[config.mk]
export PLATFORM = sky130hd
export DESIGN_NAME = pinmux_xbar
export DESIGN_NICKNAME = d
export VERILOG_FILES = /design/src/rtl/pinmux_pkg.sv /design/src/rtl/pinmux_pin_arb.sv /design/src/rtl/pinmux_ctrl.sv /design/src/rtl/pinmux_regs.sv /design/src/rtl/pinmux_xbar.sv
export SDC_FILE = /design/constraint.sdc
export NUM_CORES = 1
export LEC_CHECK = 0
export ABC_AREA = 1
export CAP_MARGIN = 20
export CORE_MARGIN = 5
export CORE_UTILIZATION = 25
export CTS_CLUSTER_SIZE = 40
export DETAILED_ROUTE_END_ITERATION = 12
export PLACE_DENSITY = 0.54
export SLEW_MARGIN = 15
export SYNTH_ARGS = -nofsm -noshare
export SYNTH_HDL_FRONTEND = slang
export SYNTH_SLANG_ARGS = --single-unit
[constraint.sdc]
create_clock -name clk -period 5.5 [get_ports clk]
set_clock_uncertainty 0.05 [all_clocks]
set_input_delay 1.1 -clock clk [delete_from_list [all_inputs] [get_ports clk]]
set_output_delay 1.1 -clock clk [all_outputs]
set_load 0.03 [all_outputs]
[src/rtl/pinmux_pkg.sv]
package pinmux_pkg;

  // register map of the write/read port
  localparam logic [7:0] ADDR_LOCK  = 8'h00;
  localparam logic [7:0] ADDR_KEY   = 8'h01;
  localparam logic [7:0] SEL_BASE   = 8'h20;
  localparam logic [7:0] CODE_BASE  = 8'h40;
  localparam logic [7:0] KEY_FIRST  = 8'h55;
  localparam logic [7:0] KEY_SECOND = 8'hAA;

  typedef enum logic [1:0] {
    KEY_IDLE,
    KEY_GOT_FIRST,
    KEY_ARMED
  } key_state_e;

  // strobes handed from control to datapath
  typedef struct packed {
    logic       locked;
    logic       selWr;
    logic       codeWr;
    logic [7:0] idx;
    logic [7:0] data;
  } map_strobe_t;

endpackage

[src/rtl/pinmux_pin_arb.sv]
module pinmux_pin_arb #(
  parameter int NUM_PERIPH_OUT = 12,
  parameter int CODE_W         = 4
) (
  input  logic [CODE_W-1:0]         code,
  input  logic                      anaEn,
  input  logic [NUM_PERIPH_OUT-1:0] periphOut,
  input  logic [NUM_PERIPH_OUT-1:0] periphOe,
  input  logic                      altEn,
  input  logic                      altOut,
  input  logic                      altOe,
  input  logic                      gpioOut,
  input  logic                      gpioOe,
  output logic                      padOut,
  output logic                      padOe
);
  localparam logic [CODE_W-1:0] LAST_CODE = CODE_W'(NUM_PERIPH_OUT);

  logic              codeValid;
  logic [CODE_W-1:0] srcIdx;

  assign codeValid = (code != '0) && (code <= LAST_CODE);
  assign srcIdx    = code - 1'b1;

  // analog > mapped peripheral > fixed digital function > GPIO
  always_comb begin
    padOut = gpioOut;
    padOe  = gpioOe;
    if (anaEn) begin
      padOut = 1'b0;
      padOe  = 1'b0;
    end else if (codeValid) begin
      padOut = periphOut[srcIdx];
      padOe  = periphOe[srcIdx];
    end else if (altEn) begin
      padOut = altOut;
      padOe  = altOe;
    end
  end

endmodule

[src/rtl/pinmux_ctrl.sv]
module pinmux_ctrl
  import pinmux_pkg::*;
#(
  parameter int NUM_PINS      = 22,
  parameter int NUM_PERIPH_IN = 8
) (
  input  logic        clk,
  input  logic        rstN,
  input  logic        wrEn,
  input  logic [7:0]  wrAddr,
  input  logic [7:0]  wrData,
  output map_strobe_t strobe
);
  localparam logic [7:0] SEL_END  = 8'(SEL_BASE + NUM_PERIPH_IN);
  localparam logic [7:0] CODE_END = 8'(CODE_BASE + NUM_PINS);

  key_state_e keyQ, keyNext;
  logic       lockQ, lockNext;
  logic       hitKey, hitLock, hitSel, hitCode;

  assign hitKey  = wrEn && (wrAddr == ADDR_KEY);
  assign hitLock = wrEn && (wrAddr == ADDR_LOCK);
  assign hitSel  = wrEn && (wrAddr >= SEL_BASE) && (wrAddr < SEL_END);
  assign hitCode = wrEn && (wrAddr >= CODE_BASE) && (wrAddr < CODE_END);

  // key tracker: any cycle that breaks the sequence returns to idle
  always_comb begin
    keyNext = KEY_IDLE;
    if (hitKey) begin
      if (wrData == KEY_FIRST) keyNext = KEY_GOT_FIRST;
      else if (wrData == KEY_SECOND && keyQ == KEY_GOT_FIRST) keyNext = KEY_ARMED;
    end
  end

  always_comb begin
    lockNext = lockQ;
    if (hitLock) begin
      if (wrData[0]) lockNext = 1'b1;
      else if (keyQ == KEY_ARMED) lockNext = 1'b0;
    end
  end

  always_ff @(posedge clk or negedge rstN) begin
    if (!rstN) begin
      keyQ  <= KEY_IDLE;
      lockQ <= 1'b0;
    end else begin
      keyQ  <= keyNext;
      lockQ <= lockNext;
    end
  end

  always_comb begin
    strobe.locked = lockQ;
    strobe.selWr  = hitSel && !lockQ;
    strobe.codeWr = hitCode && !lockQ;
    strobe.idx    = hitSel ? (wrAddr - SEL_BASE) : (wrAddr - CODE_BASE);
    strobe.data   = wrData;
  end

  // the lock only drops right after a completed key
  assert_unlock_needs_key_R9: assert property (@(posedge clk) disable iff (!rstN)
    $fell(lockQ) |-> $past(keyQ == KEY_ARMED));

  // armed state only follows the first key and a second-key write
  assert_key_order_R9: assert property (@(posedge clk) disable iff (!rstN)
    (keyQ == KEY_ARMED) |-> ($past(keyQ == KEY_GOT_FIRST) && $past(hitKey) && $past(wrData) == KEY_SECOND));

endmodule

[src/rtl/pinmux_regs.sv]
module pinmux_regs
  import pinmux_pkg::*;
#(
  parameter int                      NUM_PINS       = 22,
  parameter int                      NUM_PERIPH_IN  = 8,
  parameter int                      NUM_PERIPH_OUT = 12,
  parameter int                      SEL_W          = 5,
  parameter int                      CODE_W         = 4,
  parameter logic [NUM_PERIPH_IN-1:0] INACTIVE_LVL  = '1
) (
  input  logic                      clk,
  input  logic                      rstN,
  input  map_strobe_t               strobe,
  input  logic [7:0]                rdAddr,
  output logic [7:0]                rdData,
  input  logic [NUM_PINS-1:0]       padIn,
  input  logic [NUM_PINS-1:0]       anaEn,
  input  logic [NUM_PINS-1:0]       gpioOut,
  input  logic [NUM_PINS-1:0]       gpioOe,
  input  logic [NUM_PINS-1:0]       altEn,
  input  logic [NUM_PINS-1:0]       altOut,
  input  logic [NUM_PINS-1:0]       altOe,
  input  logic [NUM_PERIPH_OUT-1:0] periphOut,
  input  logic [NUM_PERIPH_OUT-1:0] periphOe,
  output logic [NUM_PERIPH_IN-1:0]  periphIn,
  output logic [NUM_PINS-1:0]       padOut,
  output logic [NUM_PINS-1:0]       padOe
);
  localparam logic [SEL_W-1:0]  PIN_LIMIT = SEL_W'(NUM_PINS);
  localparam logic [CODE_W-1:0] LAST_CODE = CODE_W'(NUM_PERIPH_OUT);

  logic [NUM_PERIPH_IN-1:0][SEL_W-1:0] selQ;
  logic [NUM_PINS-1:0][CODE_W-1:0]     codeQ;
  logic [NUM_PINS-1:0]                 digIn;

  // mapping banks
  always_ff @(posedge clk or negedge rstN) begin
    if (!rstN) begin
      selQ  <= '1;
      codeQ <= '0;
    end else begin
      for (int i = 0; i < NUM_PERIPH_IN; i++)
        if (strobe.selWr && strobe.idx == 8'(i)) selQ[i] <= strobe.data[SEL_W-1:0];
      for (int p = 0; p < NUM_PINS; p++)
        if (strobe.codeWr && strobe.idx == 8'(p)) codeQ[p] <= strobe.data[CODE_W-1:0];
    end
  end

  // read mux
  always_comb begin
    rdData = '0;
    if (rdAddr == ADDR_LOCK) rdData = {7'd0, strobe.locked};
    for (int i = 0; i < NUM_PERIPH_IN; i++)
      if (rdAddr == 8'(SEL_BASE + i)) rdData = 8'(selQ[i]);
    for (int p = 0; p < NUM_PINS; p++)
      if (rdAddr == 8'(CODE_BASE + p)) rdData = 8'(codeQ[p]);
  end

  // analog pads present 0 to the digital side
  assign digIn = padIn & ~anaEn;

  for (genvar i = 0; i < NUM_PERIPH_IN; i++) begin : g_in
    assign periphIn[i] = (selQ[i] < PIN_LIMIT) ? digIn[selQ[i]] : INACTIVE_LVL[i];
  end

  for (genvar p = 0; p < NUM_PINS; p++) begin : g_pin
    pinmux_pin_arb #(
      .NUM_PERIPH_OUT(NUM_PERIPH_OUT),
      .CODE_W        (CODE_W)
    ) i_arb (
      .code     (codeQ[p]),
      .anaEn    (anaEn[p]),
      .periphOut(periphOut),
      .periphOe (periphOe),
      .altEn    (altEn[p]),
      .altOut   (altOut[p]),
      .altOe    (altOe[p]),
      .gpioOut  (gpioOut[p]),
      .gpioOe   (gpioOe[p]),
      .padOut   (padOut[p]),
      .padOe    (padOe[p])
    );

    // a valid code hands the pad to its peripheral
    assert_mapped_owns_pad_R5: assert property (@(posedge clk) disable iff (!rstN)
      (!anaEn[p] && codeQ[p] != '0 && codeQ[p] <= LAST_CODE) |->
        (padOut[p] == periphOut[codeQ[p] - 1'b1] && padOe[p] == periphOe[codeQ[p] - 1'b1]));

    // no peripheral and no fixed function leaves GPIO in charge
    assert_gpio_fallback_R6: assert property (@(posedge clk) disable iff (!rstN)
      (!anaEn[p] && !altEn[p] && (codeQ[p] == '0 || codeQ[p] > LAST_CODE)) |->
        (padOut[p] == gpioOut[p] && padOe[p] == gpioOe[p]));
  end

  // analog pads are never driven digitally
  assert_analog_pad_quiet_R7: assert property (@(posedge clk) disable iff (!rstN)
    (anaEn & (padOe | padOut)) == '0);

  // a locked cycle leaves both banks unchanged
  assert_locked_banks_hold_R8: assert property (@(posedge clk) disable iff (!rstN)
    strobe.locked |=> ($stable(selQ) && $stable(codeQ)));

endmodule

[src/rtl/pinmux_xbar.sv]
module pinmux_xbar
  import pinmux_pkg::*;
#(
  parameter int                       NUM_PINS       = 22,
  parameter int                       NUM_PERIPH_IN  = 8,
  parameter int                       NUM_PERIPH_OUT = 12,
  parameter logic [NUM_PERIPH_IN-1:0] INACTIVE_LVL   = '1
) (
  input  logic                      clk,
  input  logic                      rstN,
  input  logic                      wrEn,
  input  logic [7:0]                wrAddr,
  input  logic [7:0]                wrData,
  input  logic [7:0]                rdAddr,
  output logic [7:0]                rdData,
  input  logic [NUM_PINS-1:0]       padIn,
  input  logic [NUM_PINS-1:0]       anaEn,
  input  logic [NUM_PINS-1:0]       gpioOut,
  input  logic [NUM_PINS-1:0]       gpioOe,
  input  logic [NUM_PINS-1:0]       altEn,
  input  logic [NUM_PINS-1:0]       altOut,
  input  logic [NUM_PINS-1:0]       altOe,
  input  logic [NUM_PERIPH_OUT-1:0] periphOut,
  input  logic [NUM_PERIPH_OUT-1:0] periphOe,
  output logic [NUM_PERIPH_IN-1:0]  periphIn,
  output logic [NUM_PINS-1:0]       padOut,
  output logic [NUM_PINS-1:0]       padOe
);
  // select width leaves room for one "unmapped" value above the last pad
  localparam int SEL_W  = $clog2(NUM_PINS + 1);
  localparam int CODE_W = $clog2(NUM_PERIPH_OUT + 1);

  map_strobe_t strobe;

  pinmux_ctrl #(
    .NUM_PINS     (NUM_PINS),
    .NUM_PERIPH_IN(NUM_PERIPH_IN)
  ) i_ctrl (
    .clk   (clk),
    .rstN  (rstN),
    .wrEn  (wrEn),
    .wrAddr(wrAddr),
    .wrData(wrData),
    .strobe(strobe)
  );

  pinmux_regs #(
    .NUM_PINS      (NUM_PINS),
    .NUM_PERIPH_IN (NUM_PERIPH_IN),
    .NUM_PERIPH_OUT(NUM_PERIPH_OUT),
    .SEL_W         (SEL_W),
    .CODE_W        (CODE_W),
    .INACTIVE_LVL  (INACTIVE_LVL)
  ) i_regs (
    .clk      (clk),
    .rstN     (rstN),
    .strobe   (strobe),
    .rdAddr   (rdAddr),
    .rdData   (rdData),
    .padIn    (padIn),
    .anaEn    (anaEn),
    .gpioOut  (gpioOut),
    .gpioOe   (gpioOe),
    .altEn    (altEn),
    .altOut   (altOut),
    .altOe    (altOe),
    .periphOut(periphOut),
    .periphOe (periphOe),
    .periphIn (periphIn),
    .padOut   (padOut),
    .padOe    (padOe)
  );

endmodule

* After elaboration in Yosys (flattened, before gate mapping)
Cells that the tools add are included.
Operators by class: add/subtract/negate cells 24, $lt $le $gt $ge 64, eq/ne operators 56, muxes and demuxes 281, bitwise operators 2, reductions and logical operators 89
Operators by type and width (number):
- 2-to-1 mux 1 bit | 195
- equality test 8 x 7 -> 1 bit (second input constant) | 23
- binary-select mux 1 bit (select 4 bit) | 44
- 2-to-1 mux 5 bit | 30
- less-than comparator 4 x 5 -> 1 bit (second input constant) | 22
- less-or-equal comparator 4 bit (second input constant) | 22
- nonzero test 4 bit | 22
- subtractor 4 x 1 -> 4 bit (second input constant) | 22
- equality test 8 x 4 -> 1 bit (second input constant) | 8
- equality test 8 x 6 -> 1 bit (second input constant) | 8
- logical AND 1 bit | 61
- equality test 8 x 5 -> 1 bit (second input constant) | 6
- less-than comparator 5 x 6 -> 1 bit (second input constant) | 8
- binary-select mux 1 bit (select 5 bit) | 8
- less-than comparator 5 bit (second input constant) | 8
- equality test 8 x 3 -> 1 bit (second input constant) | 4
- zero test 8 bit | 3
- AND 22 bit | 1
- inverter 22 bit | 1
- equality test 8 x 1 -> 1 bit (second input constant) | 2
- equality test 8 x 2 -> 1 bit (second input constant) | 2
- equality test 8 bit (second input constant) | 1
- >= comparator 8 x 6 -> 1 bit (second input constant) | 1
- >= comparator 8 x 7 -> 1 bit (second input constant) | 1
- 11 further kinds | 13
Storage, ports and cells: bits in registers 131

* Depth between registers and ports, before layout
depth after elaboration 32, mapped depth 23

* Modules after synthesis
From an unflattened synthesis, not the netlist that was laid out.
Second synthesis, totals: cells, all modules 3072, area total of the unflattened synthesis 17274.1 um2
Modules (own cells, without submodules):
- pinmux_pin_arb | times used 22, cells an instance 82, area each 399.1 um2, sequential area each 0.0 um2
- pinmux_regs | times used 1, cells an instance 1182, area each 7962.6 um2, sequential area each 3253.1 um2
- pinmux_ctrl | times used 1, cells an instance 86, area each 530.5 um2, sequential area each 75.1 um2

* Worst setup path before layout
OpenSTA, ideal clock, no wires.
kind input to output, start input rdAddr[0], end output rdData[3], data arrival time 2.781 ns, data required time 4.350 ns, path slack 1.569 ns, stages 23, buffers on the path 1, cell sequence buf_4 > inv_2 > nor2_2 > nand2_2 > nor2_2 > nand2_1 > nand3_1 > a21oi_1 > nand4_1 > o21ai_1 > nand3_1 > nand2_1 > nand3_1 > nand2_1 > nand4_1 > nand2_1 > nand3_1 > nand2_1 > nand2_1 > nand2_1 > nand2_1 > nand2_1 > nand4_1
Between the ends: word-level cells in the longest chain between the ends 31, elaborated cells on any way between the ends 60, classes of those cells eq/ne: 30; mux: 30
Ends and longest elaborated chain:
- start: declaration | line pinmux_xbar.sv:14 | input logic [7:0] rdAddr,
- equality test 8 x 6 -> 1 bit | line pinmux_regs.sv:54 | if (rdAddr == 8'(SEL_BASE + i)) rdData = 8'(selQ[i]);
- 2-to-1 mux 5 bit (8 in series) | line pinmux_regs.sv:54
- 2-to-1 mux 5 bit (21 in series) | line pinmux_regs.sv:56 | if (rdAddr == 8'(CODE_BASE + p)) rdData = 8'(codeQ[p]);
- 2-to-1 mux 5 bit * | line pinmux_regs.sv:56
- end: declaration | line pinmux_xbar.sv:15 | output logic [7:0] rdData,
Mark *: on every way between the ends. The rest lies on a longest branch, timed or not.

* Worst setup path after layout
start input rdAddr[0], end output rdData[2]
The elaborated chain is that of the path after synthesis.

==> impl_metrics.prom <==
# TYPE chip_impl_metric gauge
chip_impl_info{name="crit_path_end_kind",value="output pin"} 1
chip_impl_metric{name="layout_min_cycle_time",unit="ps"} 5181
chip_impl_metric{name="max-vdd-ir-drop",unit="V"} 0.0002176
chip_impl_metric{name="yosysSeqAreaShare",unit="%"} 20.78
chip_impl_metric{name="io-pin-count",unit=""} 265
chip_impl_metric{name="grt_max_degree",unit=""} 74
chip_impl_info{name="startpoint_type",value="input pin"} 1
chip_impl_metric{name="power.share.clock",unit="%"} 37.8
chip_impl_metric{name="post-route-util",unit="%"} 31.69
chip_impl_metric{name="synth.avg_cell_area",unit="um2"} 6.067
chip_impl_metric{name="dp.cells",unit=""} 3637
chip_impl_metric{name="cts.hold.buffers_added",unit=""} 0
chip_impl_info{name="final_cell_mix",value="nand2_1 (676), a21oi_1 (401), inv_1 (321)"} 1
chip_impl_info{name="worstSetupPathType",value="input pin to output pin"} 1
chip_impl_info{name="rsz0062_at_grt",value="no"} 1
chip_impl_metric{name="grt_pass1_wl",unit="um"} 109500
chip_impl_metric{name="routed_wl",unit="um"} 74280
chip_impl_metric{name="crit_required",unit="ps"} 4350
chip_impl_metric{name="post_drt_wl_per_cell",unit="um"} 20.23
chip_impl_metric{name="power.share.combinational",unit="%"} 31.4
chip_impl_info{name="outcome",value="finished clean"} 1
chip_impl_metric{name="clock_latency",unit="ps"} 450
chip_impl_info{name="cts-root-buf",value="clkbuf_16"} 1
chip_impl_metric{name="final_layout_size_suffix_gt1_share",unit="%"} 6.161
chip_impl_metric{name="syn-instance-count",unit=""} 2640
chip_impl_info{name="timing.hold.worst.class",value="flip-flop to flip-flop"} 1
chip_impl_metric{name="synth_edf_count",unit=""} 0
chip_impl_metric{name="die_area",unit="um2"} 69230
chip_impl_metric{name="first_global_vias",unit=""} 17094
chip_impl_metric{name="final_routed_drc_violation_total",unit=""} 0
chip_impl_metric{name="share_of_flip_flops_with_an_asynchronous_set_or_reset_after_synthesis",unit="%"} 100.0
chip_impl_metric{name="via_per_inst",unit=""} 5.280
chip_impl_metric{name="hold_path_depth",unit=""} 2
chip_impl_metric{name="intPower",unit="uW"} 2117
chip_impl_info{name="tritoncts",value="built"} 1
chip_impl_metric{name="fp.coreArea",unit="um2"} 63310
chip_impl_metric{name="die_w",unit="um"} 263.1
chip_impl_metric{name="cap_viol_max_count",unit=""} 0
chip_impl_metric{name="setup_total_negative_slack",unit="ps"} 0
chip_impl_metric{name="worst-endpoint-arrival",unit="ps"} 4030
chip_impl_metric{name="seqPwrFrac",unit="%"} 30.8
chip_impl_metric{name="total_power",unit="uW"} 3273
chip_impl_metric{name="setup_viol_count_final",unit=""} 0
chip_impl_metric{name="ant_nets",unit=""} 0
chip_impl_metric{name="synth_warnings",unit=""} 0
chip_impl_metric{name="cts.sinks",unit=""} 131
chip_impl_metric{name="power_switching",unit="uW"} 1156
chip_impl_metric{name="fin_area",unit="um2"} 20060
chip_impl_metric{name="ys_types",unit=""} 50
chip_impl_metric{name="dp.final_hpwl",unit="um"} 54230
chip_impl_metric{name="synthToLayoutAreaGrowth",unit="%"} 25.24
chip_impl_metric{name="cts.clk_slew.worst_paths",unit="ps"} 60
chip_impl_metric{name="postSynthRegisterBits",unit=""} 131
chip_impl_metric{name="overflow",unit=""} 0
chip_impl_metric{name="final_nets",unit=""} 3065
chip_impl_metric{name="worstRegToRegCells",unit=""} 6
chip_impl_metric{name="netSwitchingFraction",unit="%"} 35.33
chip_impl_metric{name="post_cts_resized",unit=""} 0
chip_impl_metric{name="grt_use_total",unit="%"} 20.18
chip_impl_metric{name="rows",unit=""} 92
chip_impl_metric{name="post_dp_cell_area",unit="um2"} 19430
chip_impl_metric{name="max_slew.worst_pin.slew",unit="ps"} 953.5
chip_impl_metric{name="total_of_buffers_placed_on_input_and_output_ports",unit=""} 261
chip_impl_metric{name="synth.cell_area",unit="um2"} 16020
chip_impl_metric{name="max_freq",unit="MHz"} 193.0
chip_impl_metric{name="finish.cell_count_without_fillers",unit=""} 3672
chip_impl_metric{name="hold_violations",unit=""} 0
chip_impl_metric{name="dr.first_iter.drc_count",unit=""} 2383
chip_impl_metric{name="htree_levels",unit=""} 4
chip_impl_info{name="layout_commonest_cell",value="nand2_1"} 1
chip_impl_metric{name="cellPowerDensity",unit="nW/um2"} 163.1
chip_impl_metric{name="worstPathMaxFanout",unit=""} 8
chip_impl_metric{name="finalMaxSlewViolations",unit=""} 0
chip_impl_metric{name="slew-limit-headroom",unit="%"} 36.43
chip_impl_metric{name="dieHeight",unit="um"} 263.1
chip_impl_metric{name="grt_antenna_before_repair",unit=""} 2
chip_impl_metric{name="initial_utilization",unit="%"} 25.30
chip_impl_metric{name="cts.path.max_buffers",unit=""} 2
chip_impl_metric{name="cts_made_buffers",unit=""} 17
chip_impl_metric{name="leakage",unit="uW"} 0.008191
chip_impl_metric{name="dr.pass1.iters",unit=""} 9
chip_impl_metric{name="postCtsSetupRepairBufs",unit=""} 0
chip_impl_metric{name="final.period_utilization",unit="%"} 94.20
chip_impl_metric{name="final_weighted_congestion_in_routability_driven_placement",unit=""} 0.9607
chip_impl_info{name="yosys_most_used_dff",value="dfrtp_1"} 1
chip_impl_metric{name="vias",unit=""} 19387
-- cells in the mapped netlist, types with 6 or more instances --
master       n  share of area, %
nor2_2      12              0.47
a311oi_1    44               2.4
a32o_1      45               2.8
inv_1      324               7.6
buf_4       49               2.3
nand3_1    100               3.1
inv_2        7              0.16
nand4_1     19              0.74
nor2_1     165               3.9
a21oi_1    401                13
o211ai_1    17              0.80
nand2_2      6              0.23
nor3_1      24              0.75
dfrtp_1     91                14
xor2_1      22               1.2
ha_1        49               3.8
clkbuf_1    69               1.6
o2111ai_1    7              0.38
a221oi_1    91               5.0
o22ai_1      7              0.27
nand2_1    676                16
o21ai_0    264               8.2
dfstp_2     40               6.6
clkbuf_8     7              0.60
buf_1       36              0.84
xnor2_1     22               1.2
-- power by group through the flow --
| stage | logic (uW) | clock network, uW | registers (uW) |
|---|---|---|---|
| after detailed placement | 1020 | 0 | 1020 |
| after global routing | 1110 | 1290 | 1010 |
| after CTS | 1020 | 1260 | 1010 |
| after floorplan | 564 | 0 | 1010 |
| final | 1030 | 1240 | 1010 |
| after global placement | 1010 | 0 | 1030 |
-- cell type report --
| cell class | count | area, um2 |
|---|---|---|
| clock buffer | 17 | 425.4 |
| clock inverter | 15 | 195.2 |
| fill | 6965 | 43250 |
| timing repair buffer | 318 | 3269 |
| multi-input combinational | 2010 | 10530 |
| tap | 846 | 1059 |
| antenna | 2 | 5.005 |
| sequential | 131 | 3328 |
| inverter | 333 | 1250 |
-- through the flow --
stage          hold WS (ps)  setup slack (ps)
2_1_floorplan         394.3              1569
3_3_place_gp          406.6             423.4
3_5_place_dp          412.8             401.2
4_1_cts               427.9             389.8
5_1_grt               440.8             117.8
6_report              428.4             318.9
-- flip-flops by register name, summed over array words and instances (netlist names) --
name          cells
i_ctrl.lockQ      1
i_regs.selQ      40
i_ctrl.keyQ       2
i_regs.codeQ     88
-- final timing paths --
check | startpoint | end | slack, ps
min | i_regs.codeQ[61] | i_regs.codeQ[61] | 430
max | rdAddr[0] | rdData[2] | 320
min reg2reg | i_regs.codeQ[61] | i_regs.codeQ[61] | 430
max in group asynchronous | rstN | i_regs.codeQ[58] | 3700
max reg2reg | i_ctrl.lockQ | i_regs.codeQ[79] | 2940
min in group asynchronous | rstN | i_regs.codeQ[4] | 670
-- kinds of logic (layout without fill, tap and decap cells) --
kind of cell	after synthesis	in the layout	synth area share, %
buf+inv	501	683	13.54
compound gates	892	892	33.17
xor+xnor	44	44	2.406
simple gates	1022	1022	26.26
flops	131	131	20.78
other cells	1	5	0.02341
fa+ha+maj	49	49	3.828
-- per-layer routing --
metal  part of all wire (%)  wire, um  track usage (%)  vias to the layer above
met4                    2.1      1569            4.274                        0
met5                      0         0                0                        -
met2                     43     32040            30.63                      971
met1                     44     33050            29.24                     8936
met3                     10      7618            4.734                      124
li1                       -         -                -                     9356
-- critical path, stage by stage --
cell	delay (ps)
clkdlybuf4s50_1	660
nor2_1	110
nand2_2	150
inv_1	80
nand3_1	70
nand2_1	60
nor2_1	130
nand3_1	80
nand2_1	80
nand4_1	110
nand2_1	90
nand3_1	70
nand2_1	70
nand3_1	60
nand2_1	70
nand4_1	70
nor2_1	110
nand4_1	80
nand2_1	80
nand4_1	200
nor2_1	160
nand3_1	140
buf_12	170
Power figures use the tool's default switching activity.
